### src/rtl/simd_walk_pkg.sv
package simd_walk_pkg;

    typedef enum logic [1:0] {
        ST_IDLE   = 2'd0,
        ST_WALK   = 2'd1,
        ST_FINISH = 2'd2,
        ST_FAULT  = 2'd3
    } walk_state_e;

    localparam int LOG_W = 8;

endpackage

### src/rtl/ew_decoder.sv
module ew_decoder
    import simd_walk_pkg::*;
#(
    parameter int XLEN = 64
) (
    input  logic [2:0]       code_i,
    output logic             ok_o,
    output logic [LOG_W-1:0] lanes_log_o,
    output logic [LOG_W-1:0] wlog_o
);
    localparam int XB_LOG = $clog2(XLEN / 8);
    localparam int XB_LOG_BITS = $clog2(XLEN);
    localparam logic [LOG_W-1:0] XB_LOG_L = LOG_W'(XB_LOG);
    localparam logic [LOG_W-1:0] XLOG_L   = LOG_W'(XB_LOG_BITS);

    logic [LOG_W-1:0] byte_log;

    always_comb begin
        byte_log    = LOG_W'(code_i) - LOG_W'(1);
        ok_o        = 1'b0;
        lanes_log_o = '0;
        wlog_o      = '0;
        unique case (code_i)
            3'd0: begin
                ok_o        = 1'b1;
                lanes_log_o = '0;
                wlog_o      = XLOG_L;
            end
            3'd1, 3'd2, 3'd3, 3'd4, 3'd5: begin
                if (byte_log <= XB_LOG_L) begin
                    ok_o        = 1'b1;
                    lanes_log_o = XB_LOG_L - byte_log;
                    wlog_o      = byte_log + LOG_W'(3);
                end
            end
            default: begin
                ok_o = 1'b0;
            end
        endcase
    end

endmodule

### src/rtl/lane_locator.sv
module lane_locator
    import simd_walk_pkg::*;
#(
    parameter int XLEN  = 64,
    parameter int REG_W = 5,
    parameter int IDX_W = 11
) (
    input  logic [IDX_W-1:0]          idx_i,
    input  logic [REG_W-1:0]          base_i,
    input  logic [LOG_W-1:0]          lanes_log_i,
    input  logic [LOG_W-1:0]          wlog_i,
    output logic [REG_W-1:0]          preg_o,
    output logic [$clog2(XLEN)-1:0]   lo_o,
    output logic [$clog2(XLEN)-1:0]   hi_o
);
    localparam int BIT_W = $clog2(XLEN);

    logic [IDX_W-1:0] reg_off;
    logic [IDX_W-1:0] lane_mask;
    logic [IDX_W-1:0] lane;
    logic [BIT_W:0]   span;

    always_comb begin
        reg_off   = idx_i >> lanes_log_i;
        lane_mask = (IDX_W'(1) << lanes_log_i) - IDX_W'(1);
        lane      = idx_i & lane_mask;
        preg_o    = base_i + REG_W'(reg_off);
        lo_o      = BIT_W'(lane) << wlog_i;
        span      = ((BIT_W + 1)'(1) << wlog_i) - (BIT_W + 1)'(1);
        hi_o      = lo_o + BIT_W'(span);
    end

endmodule

### src/rtl/simd_lane_walker.sv
module simd_lane_walker
    import simd_walk_pkg::*;
#(
    parameter int XLEN  = 64,
    parameter int REG_W = 5,
    parameter int VL_W  = 8
) (
    input  logic                                clk,
    input  logic                                rst_n,
    input  logic                                start_i,
    input  logic [2:0]                          ew_code_i,
    input  logic [REG_W-1:0]                    base_reg_i,
    input  logic [VL_W-1:0]                     reg_len_i,
    input  logic                                ready_i,
    output logic                                busy_o,
    output logic [VL_W+$clog2(XLEN/8)-1:0]      eff_len_o,
    output logic                                elem_valid_o,
    output logic [VL_W+$clog2(XLEN/8)-1:0]      elem_idx_o,
    output logic [REG_W-1:0]                    phys_reg_o,
    output logic [$clog2(XLEN)-1:0]             lo_bit_o,
    output logic [$clog2(XLEN)-1:0]             hi_bit_o,
    output logic                                done_o,
    output logic                                err_o
);
    localparam int XB_LOG = $clog2(XLEN / 8);
    localparam int EFF_W  = VL_W + XB_LOG;
    localparam int BIT_W  = $clog2(XLEN);

    walk_state_e      state_q, state_nx;
    logic             dec_ok;
    logic [LOG_W-1:0] dec_lanes_log, dec_wlog;
    logic [LOG_W-1:0] lanes_log_q, wlog_q;
    logic [REG_W-1:0] base_q;
    logic [EFF_W-1:0] eff_len_q, idx_q;
    logic             accept, last_elem, step;

    ew_decoder #(.XLEN(XLEN)) u_dec (
        .code_i      (ew_code_i),
        .ok_o        (dec_ok),
        .lanes_log_o (dec_lanes_log),
        .wlog_o      (dec_wlog)
    );

    lane_locator #(.XLEN(XLEN), .REG_W(REG_W), .IDX_W(EFF_W)) u_loc (
        .idx_i       (idx_q),
        .base_i      (base_q),
        .lanes_log_i (lanes_log_q),
        .wlog_i      (wlog_q),
        .preg_o      (phys_reg_o),
        .lo_o        (lo_bit_o),
        .hi_o        (hi_bit_o)
    );

    assign accept    = (state_q == ST_IDLE) && start_i;
    assign last_elem = (idx_q == eff_len_q - EFF_W'(1));
    assign step      = (state_q == ST_WALK) && ready_i;

    // next-state logic
    always_comb begin
        state_nx = state_q;
        unique case (state_q)
            ST_IDLE: begin
                if (start_i) begin
                    if (!dec_ok)                state_nx = ST_FAULT;
                    else if (reg_len_i == '0)   state_nx = ST_FINISH;
                    else                        state_nx = ST_WALK;
                end
            end
            ST_WALK: begin
                if (ready_i && last_elem)       state_nx = ST_FINISH;
            end
            ST_FINISH: state_nx = ST_IDLE;
            ST_FAULT:  state_nx = ST_IDLE;
            default:   state_nx = ST_IDLE;
        endcase
    end

    // state register
    always_ff @(posedge clk or negedge rst_n) begin
        if (!rst_n) state_q <= ST_IDLE;
        else        state_q <= state_nx;
    end

    // configuration and index registers
    always_ff @(posedge clk or negedge rst_n) begin
        if (!rst_n) begin
            lanes_log_q <= '0;
            wlog_q      <= '0;
            base_q      <= '0;
            eff_len_q   <= '0;
            idx_q       <= '0;
        end else if (accept) begin
            lanes_log_q <= dec_lanes_log;
            wlog_q      <= dec_wlog;
            base_q      <= base_reg_i;
            eff_len_q   <= dec_ok ? (EFF_W'(reg_len_i) << dec_lanes_log) : '0;
            idx_q       <= '0;
        end else if (step && !last_elem) begin
            idx_q       <= idx_q + EFF_W'(1);
        end
    end

    // outputs
    always_comb begin
        busy_o       = (state_q != ST_IDLE);
        elem_valid_o = (state_q == ST_WALK);
        done_o       = (state_q == ST_FINISH);
        err_o        = (state_q == ST_FAULT);
        eff_len_o    = eff_len_q;
        elem_idx_o   = idx_q;
    end

    AST_STALL_HOLD: assert property (@(posedge clk) disable iff (!rst_n)
        (elem_valid_o && !ready_i) |=> (elem_valid_o && $stable(elem_idx_o) && $stable(phys_reg_o) && $stable(lo_bit_o)));
    AST_IDX_STEP: assert property (@(posedge clk) disable iff (!rst_n)
        (elem_valid_o && ready_i && (elem_idx_o != eff_len_o - EFF_W'(1))) |=> (elem_valid_o && (elem_idx_o == EFF_W'($past(elem_idx_o) + EFF_W'(1)))));
    AST_LAST_DONE: assert property (@(posedge clk) disable iff (!rst_n)
        (elem_valid_o && ready_i && (elem_idx_o == eff_len_o - EFF_W'(1))) |=> done_o);
    AST_DONE_PULSE: assert property (@(posedge clk) disable iff (!rst_n)
        done_o |=> !done_o);
    AST_FAULT_EMPTY: assert property (@(posedge clk) disable iff (!rst_n)
        err_o |-> (eff_len_o == '0));
    AST_LANE_ORDER: assert property (@(posedge clk) disable iff (!rst_n)
        elem_valid_o |-> (hi_bit_o >= lo_bit_o));
    AST_START_IGNORED: assert property (@(posedge clk) disable iff (!rst_n)
        (busy_o && start_i) |=> $stable(eff_len_o));

endmodule

### config.mk
export PLATFORM = sky130hd
export DESIGN_NAME = simd_lane_walker
export DESIGN_NICKNAME = d
export VERILOG_FILES = /design/src/rtl/simd_walk_pkg.sv /design/src/rtl/ew_decoder.sv /design/src/rtl/lane_locator.sv /design/src/rtl/simd_lane_walker.sv
export SDC_FILE = /design/constraint.sdc
export NUM_CORES = 1
export LEC_CHECK = 0
export ABC_AREA = 1
export CAP_MARGIN = 40
export CORE_MARGIN = 2
export CORE_UTILIZATION = 45
export CTS_CLUSTER_SIZE = 24
export DETAILED_ROUTE_END_ITERATION = 16
export DONT_BUFFER_PORTS = 1
export SLEW_MARGIN = 20
export SYNTH_ARGS = -nofsm -noshare
export SYNTH_HDL_FRONTEND = slang
export SYNTH_HIERARCHICAL = 1
export SYNTH_SLANG_ARGS = --single-unit
### constraint.sdc
create_clock -name clk -period 11.4 [get_ports clk]
set_clock_uncertainty 0.1 [all_clocks]
set_input_delay 2.28 -clock clk [delete_from_list [all_inputs] [get_ports clk]]
set_output_delay 2.28 -clock clk [all_outputs]
set_load 0.02 [all_outputs]
==> run metrics, run 1 <==
Slew HR roughly half; fin nets between 700 and 800; Core Area 9680 sq um; multi-input logic area 2780 sq um; syn_area_per_cell ~6.4 sq um; reg2reg start eff_len_o[0]; total area of sequential cells between 1000 and 1500 sq um; pin count of the biggest net entering global routing 46; leakage power 2.39 nW; register area share after synthesis 25.3%; CTS Buf Count 5; Avg WL per Cell between 10 and 15 microns; Post-synth EDFFs 0; flops & latches, synth 45; Slew @ Worst Pin between 0.7 and 0.8 ns; first-pass GRT wire length 18200 microns; arrival time at the worst endpoint between 4 and 5 ns; initial antenna violation count 0; fill count 1040; CP Data Required Time about 9 ns; final setup fails 0; Die X around 100 microns; Die H 103 microns; Num Clock Sinks 45; worst skew pair latency 0.31 ns; Initial Utilization 45.9%; dpl hpwl 8780 microns; Layout area overhead 2.82%; Hold Violations, Final 0; vias in the first global route ~3800; Synth Cell Area roughly 4400 sq um; CTS H-tree lvls 2; Vias between 4000 and 5000; Placed Cells between 800 and 900; crit path capture type primary output; maximum vdd ir drop ~0.00022 V; n_diodes 0; IO Count 63; ys flop type dfrtp_1; Initial DRT Pass Iterations 5; FMAX between 150 and 200 MHz; GPL Wtd Cong 0.923; period utilization between 50 and 60%; Critical R2R Capture elem_idx_o[5]; share of layout cells above drive strength 1 7.92%; Syn Nets roughly 750; Via density roughly 5.1; Synth cell types 43; GRT Resource Usage Total a little over a fifth; Post-DRT Antenna Nets 0; CTS tree done; I/O Buffers 0; crit path launch lanes_log_q[0]; fin cells 815; root buffer cell clkbuf_8; Placement Rows 36; clock-pin transition on the worst setup and hold timing paths around 0.090 ns; RSZ-0062 raised after global routing false; Hold Buf Count CTS 0; max-slew violations 0; Startpoint Class register; post-layout min period approximately 6.6 ns; CP max FO 14; total grt overflow 0; worst reg2reg path depth 15; Max-Cap Viols 0; status finished clean; CP Capture Point hi_bit_o[5]; PostCTS Resize Cnt 0; Setup Fix Bufs, Post-CTS 0; Ys Warns 6; flop2flop setup slack approximately 8.9 ns; CTS Buffer Depth 2; Mapped Cells 698; total wire length between 10000 and 15000 microns; WS Path Type reg -> out; DRC 0; Hold Crit Class reg -> reg; setup TNS 0 ns; die area 10700 sq um; Initial DRC Count 215; power per cell area roughly 290 nW/um^2; ys async rst share 100%
-- registers in the layout (all words and copies together) (netlist names) --
register	flops
eff_len_o	11
elem_idx_o	11
lanes_log_q	8
wlog_q	8
base_q	5
state_q	2
-- layout by cell type, fill, tap and decap left out, types with 2 or more instances in the layout --
cell type  instances
nand3b_1           2
nand2_1          218
dfrtp_1           45
o211ai_1           4
fa_1               2
a21oi_1           18
ha_1              25
nand4_1           15
nor3_2             2
inv_2             13
o221ai_1           3
nor3_1             5
o22ai_1            6
xor2_1            16
clkinv_2           2
o21ai_0           34
o21ai_1            8
nand3_1           49
a31oi_1            3
clkbuf_8           5
inv_1             89
nor2_2             8
xnor2_1            8
nand3_2            4
or2_2              2
nor2_1            71
nand2_2            9
-- cells by family (layout without fill, tap and decap cells) --
kind of cell | Yosys count | in the layout | share of synthesized area [%]
and+or+nand+nor | 392 | 392 | 38.7
muxes | 1 | 1 | 0.225
xor gates and xnor gates | 25 | 25 | 5.24
buffers and inverters | 128 | 112 | 12.1
DFF | 45 | 45 | 25.3
adders and majority gates | 27 | 27 | 7.94
AOI/OAI and AO/OA | 80 | 80 | 10.4
-- report_power, final --
part	internal, W	switching (W)
clock network	0.0000425	0.0000605
logic	0.000293	0.000628
registers	0.000200	0.0000902
total	0.000536	0.000779
-- area by class of cell --
| class | instances | share of cell area, % |
|---|---|---|
| Timing Repair Buffer | 1 | 0.438 |
| Inverter | 103 | 8.57 |
| Clock inverter | 3 | 0.383 |
| Clock buffer | 5 | 1.51 |
| Multi-Input combinational cell | 525 | 60.8 |
| Tap cell | 133 | 3.64 |
| Sequential cell | 45 | 24.7 |
-- cell usage after synthesis (3+ instances only) --
master,instances,share of area [%]
a21oi_1,18,2.0
xor2_1,16,3.2
inv_2,13,1.1
nand4_1,15,2.1
o22ai_1,6,0.84
nand2_1,218,18
o211ai_1,4,0.68
nor3_1,5,0.56
o221ai_1,3,0.59
ha_1,25,7.0
inv_1,89,7.5
dfrtp_1,45,25
xnor2_1,8,1.6
nand3_2,4,0.90
o21ai_0,34,3.8
nor2_1,71,6.0
a31oi_1,3,0.42
buf_2,7,0.79
nor2_2,8,1.1
nand2_2,9,1.3
nand3_1,49,5.5
o21ai_1,8,0.90
clkbuf_1,8,0.68
buf_4,8,1.4
-- layer usage --
layer / vias up / routed length [microns] / GRT usage [%] / share of wire [%]
li1: 2175 / - / - / -
met2: 101 / 5160 / 35.2 / 46
met4: 0 / 205 / 7.39 / 1.8
met5: - / 0 / 0 / 0
met1: 1895 / 5230 / 29.1 / 47
met3: 14 / 625 / 3.97 / 5.6
-- worst min-delay path by stage --
stage / start / end / depth (start not counted)
after floorplan: wlog_q[5] / wlog_q[5] / 2
after global placement: wlog_q[7] / wlog_q[7] / 2
after detailed placement: wlog_q[7] / wlog_q[7] / 2
after CTS: wlog_q[5] / wlog_q[5] / 2
after global routing: base_q[0] / base_q[0] / 2
final: wlog_q[7] / wlog_q[7] / 2
-- per-stage QoR --
step                      cell area [sq um]  setup WS [ns]  utilization (%)  hold slack, ns  total power, W
final                                  4570           4.83             47.2           0.386         0.00131
after global routing                   4570           4.45             47.2           0.436         0.00146
after CTS                              4570           4.80             47.2           0.391         0.00133
after detailed placement               4480           5.17             46.3           0.367         0.00122
after global placement                 4460           5.27             46.1           0.363         0.00120
after floorplan                        4440           5.61                -           0.350         0.00107
-- worst max-delay path: stages (launching register included) --
cell and delay, ns:
dfrtp_1 0.52, inv_2 0.21, nand3_2 0.14, nor2_1 0.12, nand2_1 0.08, ha_1 0.27, nor2_1 0.14, nand3_1 0.09
o21ai_1 0.11, nor2_1 0.07, nor3_2 0.38, inv_2 0.05, ha_1 0.28, inv_1 0.06, fa_1 0.46, nand3_1 0.09
nand2_1 0.07, xor2_1 0.17, xor2_1 0.21, inv_1 0.06, nand3_1 0.08, nand2_1 0.05, inv_1 0.15
No activity file was read; power rests on OpenSTA's default activity.
==> inputs of run 2 (changes only) <==
Settings changed: ABC_AREA 1 to 0.
Clock period 11.4 ns to 6.1 ns, I/O delays scaled along.
==> run 2 against run 1 <==
Effect of this change:
- worst setup slack worse by 4.2 ns
- routed wire length shrank 11%
- register-to-register slack got worse by 5.7 ns
- clock power is 120% higher
- largest cell class unchanged
- die area fell by 8.1%
- clock-buffer cell count increased by 1
- critical path depth decreased by 7
- core utilization up 0.77 points
- sequential share of layout area increased by 2.2 points
- sequential power increased by 89%
==> run metrics, run 2 <==
status finished clean; Die H ~99 microns; grt met2 use 33.3%; adder-cell share of the synthesized area about 8.7%; max-slew violations 0; post-synthesis cell type with the largest combined area dfrtp_1; most common cell after layout, fill and taps aside nand2_1; vias in the first global route ~3300; Placed Cells between 500 and 600; share of layout cells above drive strength 1 around 7.6%; share of the synthesized area in the top cell type ~28%; Placement Rows 34; Slew @ Worst Pin around 0.73 ns; Hold Buf Count CTS 0; pin count of the biggest net entering global routing 46; post-layout min period between 5 and 6 ns; clock-pin transition on the worst setup and hold timing paths 0.09 ns; Reg power frac about a quarter; fill count between 800 and 900; Initial Utilization between 40 and 50%; CP Data Required Time 4.78 ns; clock power share around a tenth; root buffer cell clkbuf_8; total grt overflow 0; Mapped Cells 503; crit path capture type primary output; most frequent cell after synthesis nand2_1; PostCTS Resize Cnt 0; CTS Buf Count 5; met1 Track Usage GR around 30%; top cells by count, synth nand2_1 (95), dfrtp_1 (45), inv_1 (32), ha_1 (25), nand3_1 (23); most frequent cells in the layout nand2_1 (95), dfrtp_1 (45), inv_1 (32); Hold Crit Class reg -> reg; IO Count 63; I/O Buffers 0; CTS H-tree lvls 2; total wire length around 10000 microns; largest family of logic cells by synthesized area simple AND/OR/NAND/NOR gates; post-synthesis mux area share under 10%; Hold WS about 0.4 ns; Vias ~3500; Setup Fix Bufs, Post-CTS 0; fin nets between 500 and 600; FMAX about 180 MHz; CTS tree done; leakage power slightly below 2 nW; first-pass GRT wire length about 17000 microns; Layout area overhead 3.29%; initial antenna violation count 0; Startpoint Class register; Core Area around 8800 sq um; Sw Pwr ~0.0012 W; GPL Wtd Cong about 0.99; WS Path Type reg -> out; Int Pwr 0.00104 W; power per cell area around 540 nW/um^2; Num Clock Sinks 45; maximum vdd ir drop 0.000227 V; final instance area 4200 sq um; Avg WL per Cell 16.8 microns; syn_area_per_cell between 8 and 9 sq um; DRC 0; Max-Cap Viols 0; Sw Share a little over half; grt peak-use layer met2; Synth Cell Area 4070 sq um; Synth cell types 64; Post-DRT Antenna Nets 0; ys flop type dfrtp_1; ys async rst share 100%; n_diodes 0; Slew HR a little over 50%; final core area utilization between 40% and 50%; Post-synth EDFFs 0; placed instance area approximately 4100 sq um; simple-gate share of the synthesized area 27.0%; final setup fails 0; flops & latches, synth 45; met3 Usage GRT approximately 2.6%; Initial DRT Pass Iterations 4; worst skew pair latency about 0.30 ns; Initial DRC Count approximately 220; period utilization between 80% and 90%; Area contributors post-synth dfrtp_1 (28%), nand2_1 (8.8%), ha_1 (7.7%); fin cells just under 600; die area between 9000 and 10000 sq um; setup TNS 0 ns; GRT Resource Usage Total 20.8%; Via density 5.91; register area share after synthesis between 20 and 30%; post-synthesis xor/xnor area fraction under 10%; RSZ-0062 raised after global routing false; Hold Violations, Final 0; Die X approximately 99 microns; Syn Nets 550; CTS Buffer Depth 2; CP max FO 4; Ys Warns 6; Synth Area in Compound Gates about 18%; arrival time at the worst endpoint around 4.2 ns; Logic pwr share between 60% and 70%; dpl hpwl between 7000 and 8000 microns
[run 2: cell count changes after synthesis, moves of 11 or more]
cell | previous run | this run
nand2_1 | 218 | 95
nand3_1 | 49 | 23
o21ai_0 | 34 | 12
and2_1 | 0 | 11
inv_2 | 13 | 1
nor2_1 | 71 | 21
inv_1 | 89 | 32
mux2i_1 | 1 | 16
[run 2: final timing paths]
check                               start            end  slack, ns  cells after the start
setup / recovery           lanes_log_q[5]    hi_bit_o[5]       0.61                     15
hold / removal                  base_q[2]      base_q[2]       0.39                      2
setup reg to reg             eff_len_o[0]  elem_idx_o[1]       3.15                      7
hold reg to reg                 base_q[2]      base_q[2]       0.39                      2
max in group asynchronous           rst_n      wlog_q[6]       5.31                      0
min in group asynchronous           rst_n  elem_idx_o[3]       0.50                      0
[run 2: per-stage QoR]
step / total power, W / worst slack [ns]
floorplan: 0.00180 / 1.28
global placement: 0.00202 / 0.991
detailed placement: 0.00204 / 0.959
CTS: 0.00228 / 0.598
global route: 0.00247 / 0.238
finish: 0.00226 / 0.612
[run 2: worst max-delay path, stage by stage (launching register included)]
cell      delay [ns]
dfrtp_1         0.42
nor4_1          0.40
nand3_1         0.21
ha_1            0.31
nor2b_1         0.19
nor2b_1         0.20
o211ai_1        0.12
ha_1            0.32
inv_1           0.04
ha_1            0.21
fa_1            0.42
a21o_1          0.18
a21oi_1         0.16
xor2_1          0.18
xnor2_1         0.10
xnor2_1         0.40
[run 2: metal layers]
| layer | part of all wire [%] | up-vias |
|---|---|---|
| li1 | - | 1740 |
| met1 | 47 | 1649 |
| met2 | 46 | 105 |
| met3 | 5.5 | 10 |
| met4 | 1.3 | 0 |
| met5 | 0 | - |
[run 2: power by group through the flow]
stage	Combinational [W]	Clock, W	Sequential (W)
global route	0.00166	0.000247	0.000565
floorplan	0.00131	0	0.000488
finish	0.00148	0.000228	0.000550
global placement	0.00146	0	0.000552
detailed placement	0.00148	0	0.000555
CTS	0.00149	0.000235	0.000549
[run 2: kinds of logic (layout without fill, tap and decap cells)]
logic type,count (synthesis),after routing
AO/OA/AOI/OAI,96,96
buffers and inverters,65,47
adder cells (fa/ha/maj),27,27
XOR/XNOR,23,23
multiplexers,24,24
AND/OR/NAND/NOR,223,223
flip-flops,45,45
[run 2: cell type report]
cell class | instances | area, sq um | area share [%]
well taps | 108 | 135 | 3.22
repair buffers | 5 | 45.0 | 1.07
multi-input cells | 393 | 2660 | 63.2
clock buffers | 6 | 72.6 | 1.73
inverters | 34 | 128 | 3.04
flip-flops and latches | 45 | 1130 | 26.8
clock inverters | 2 | 38.8 | 0.923
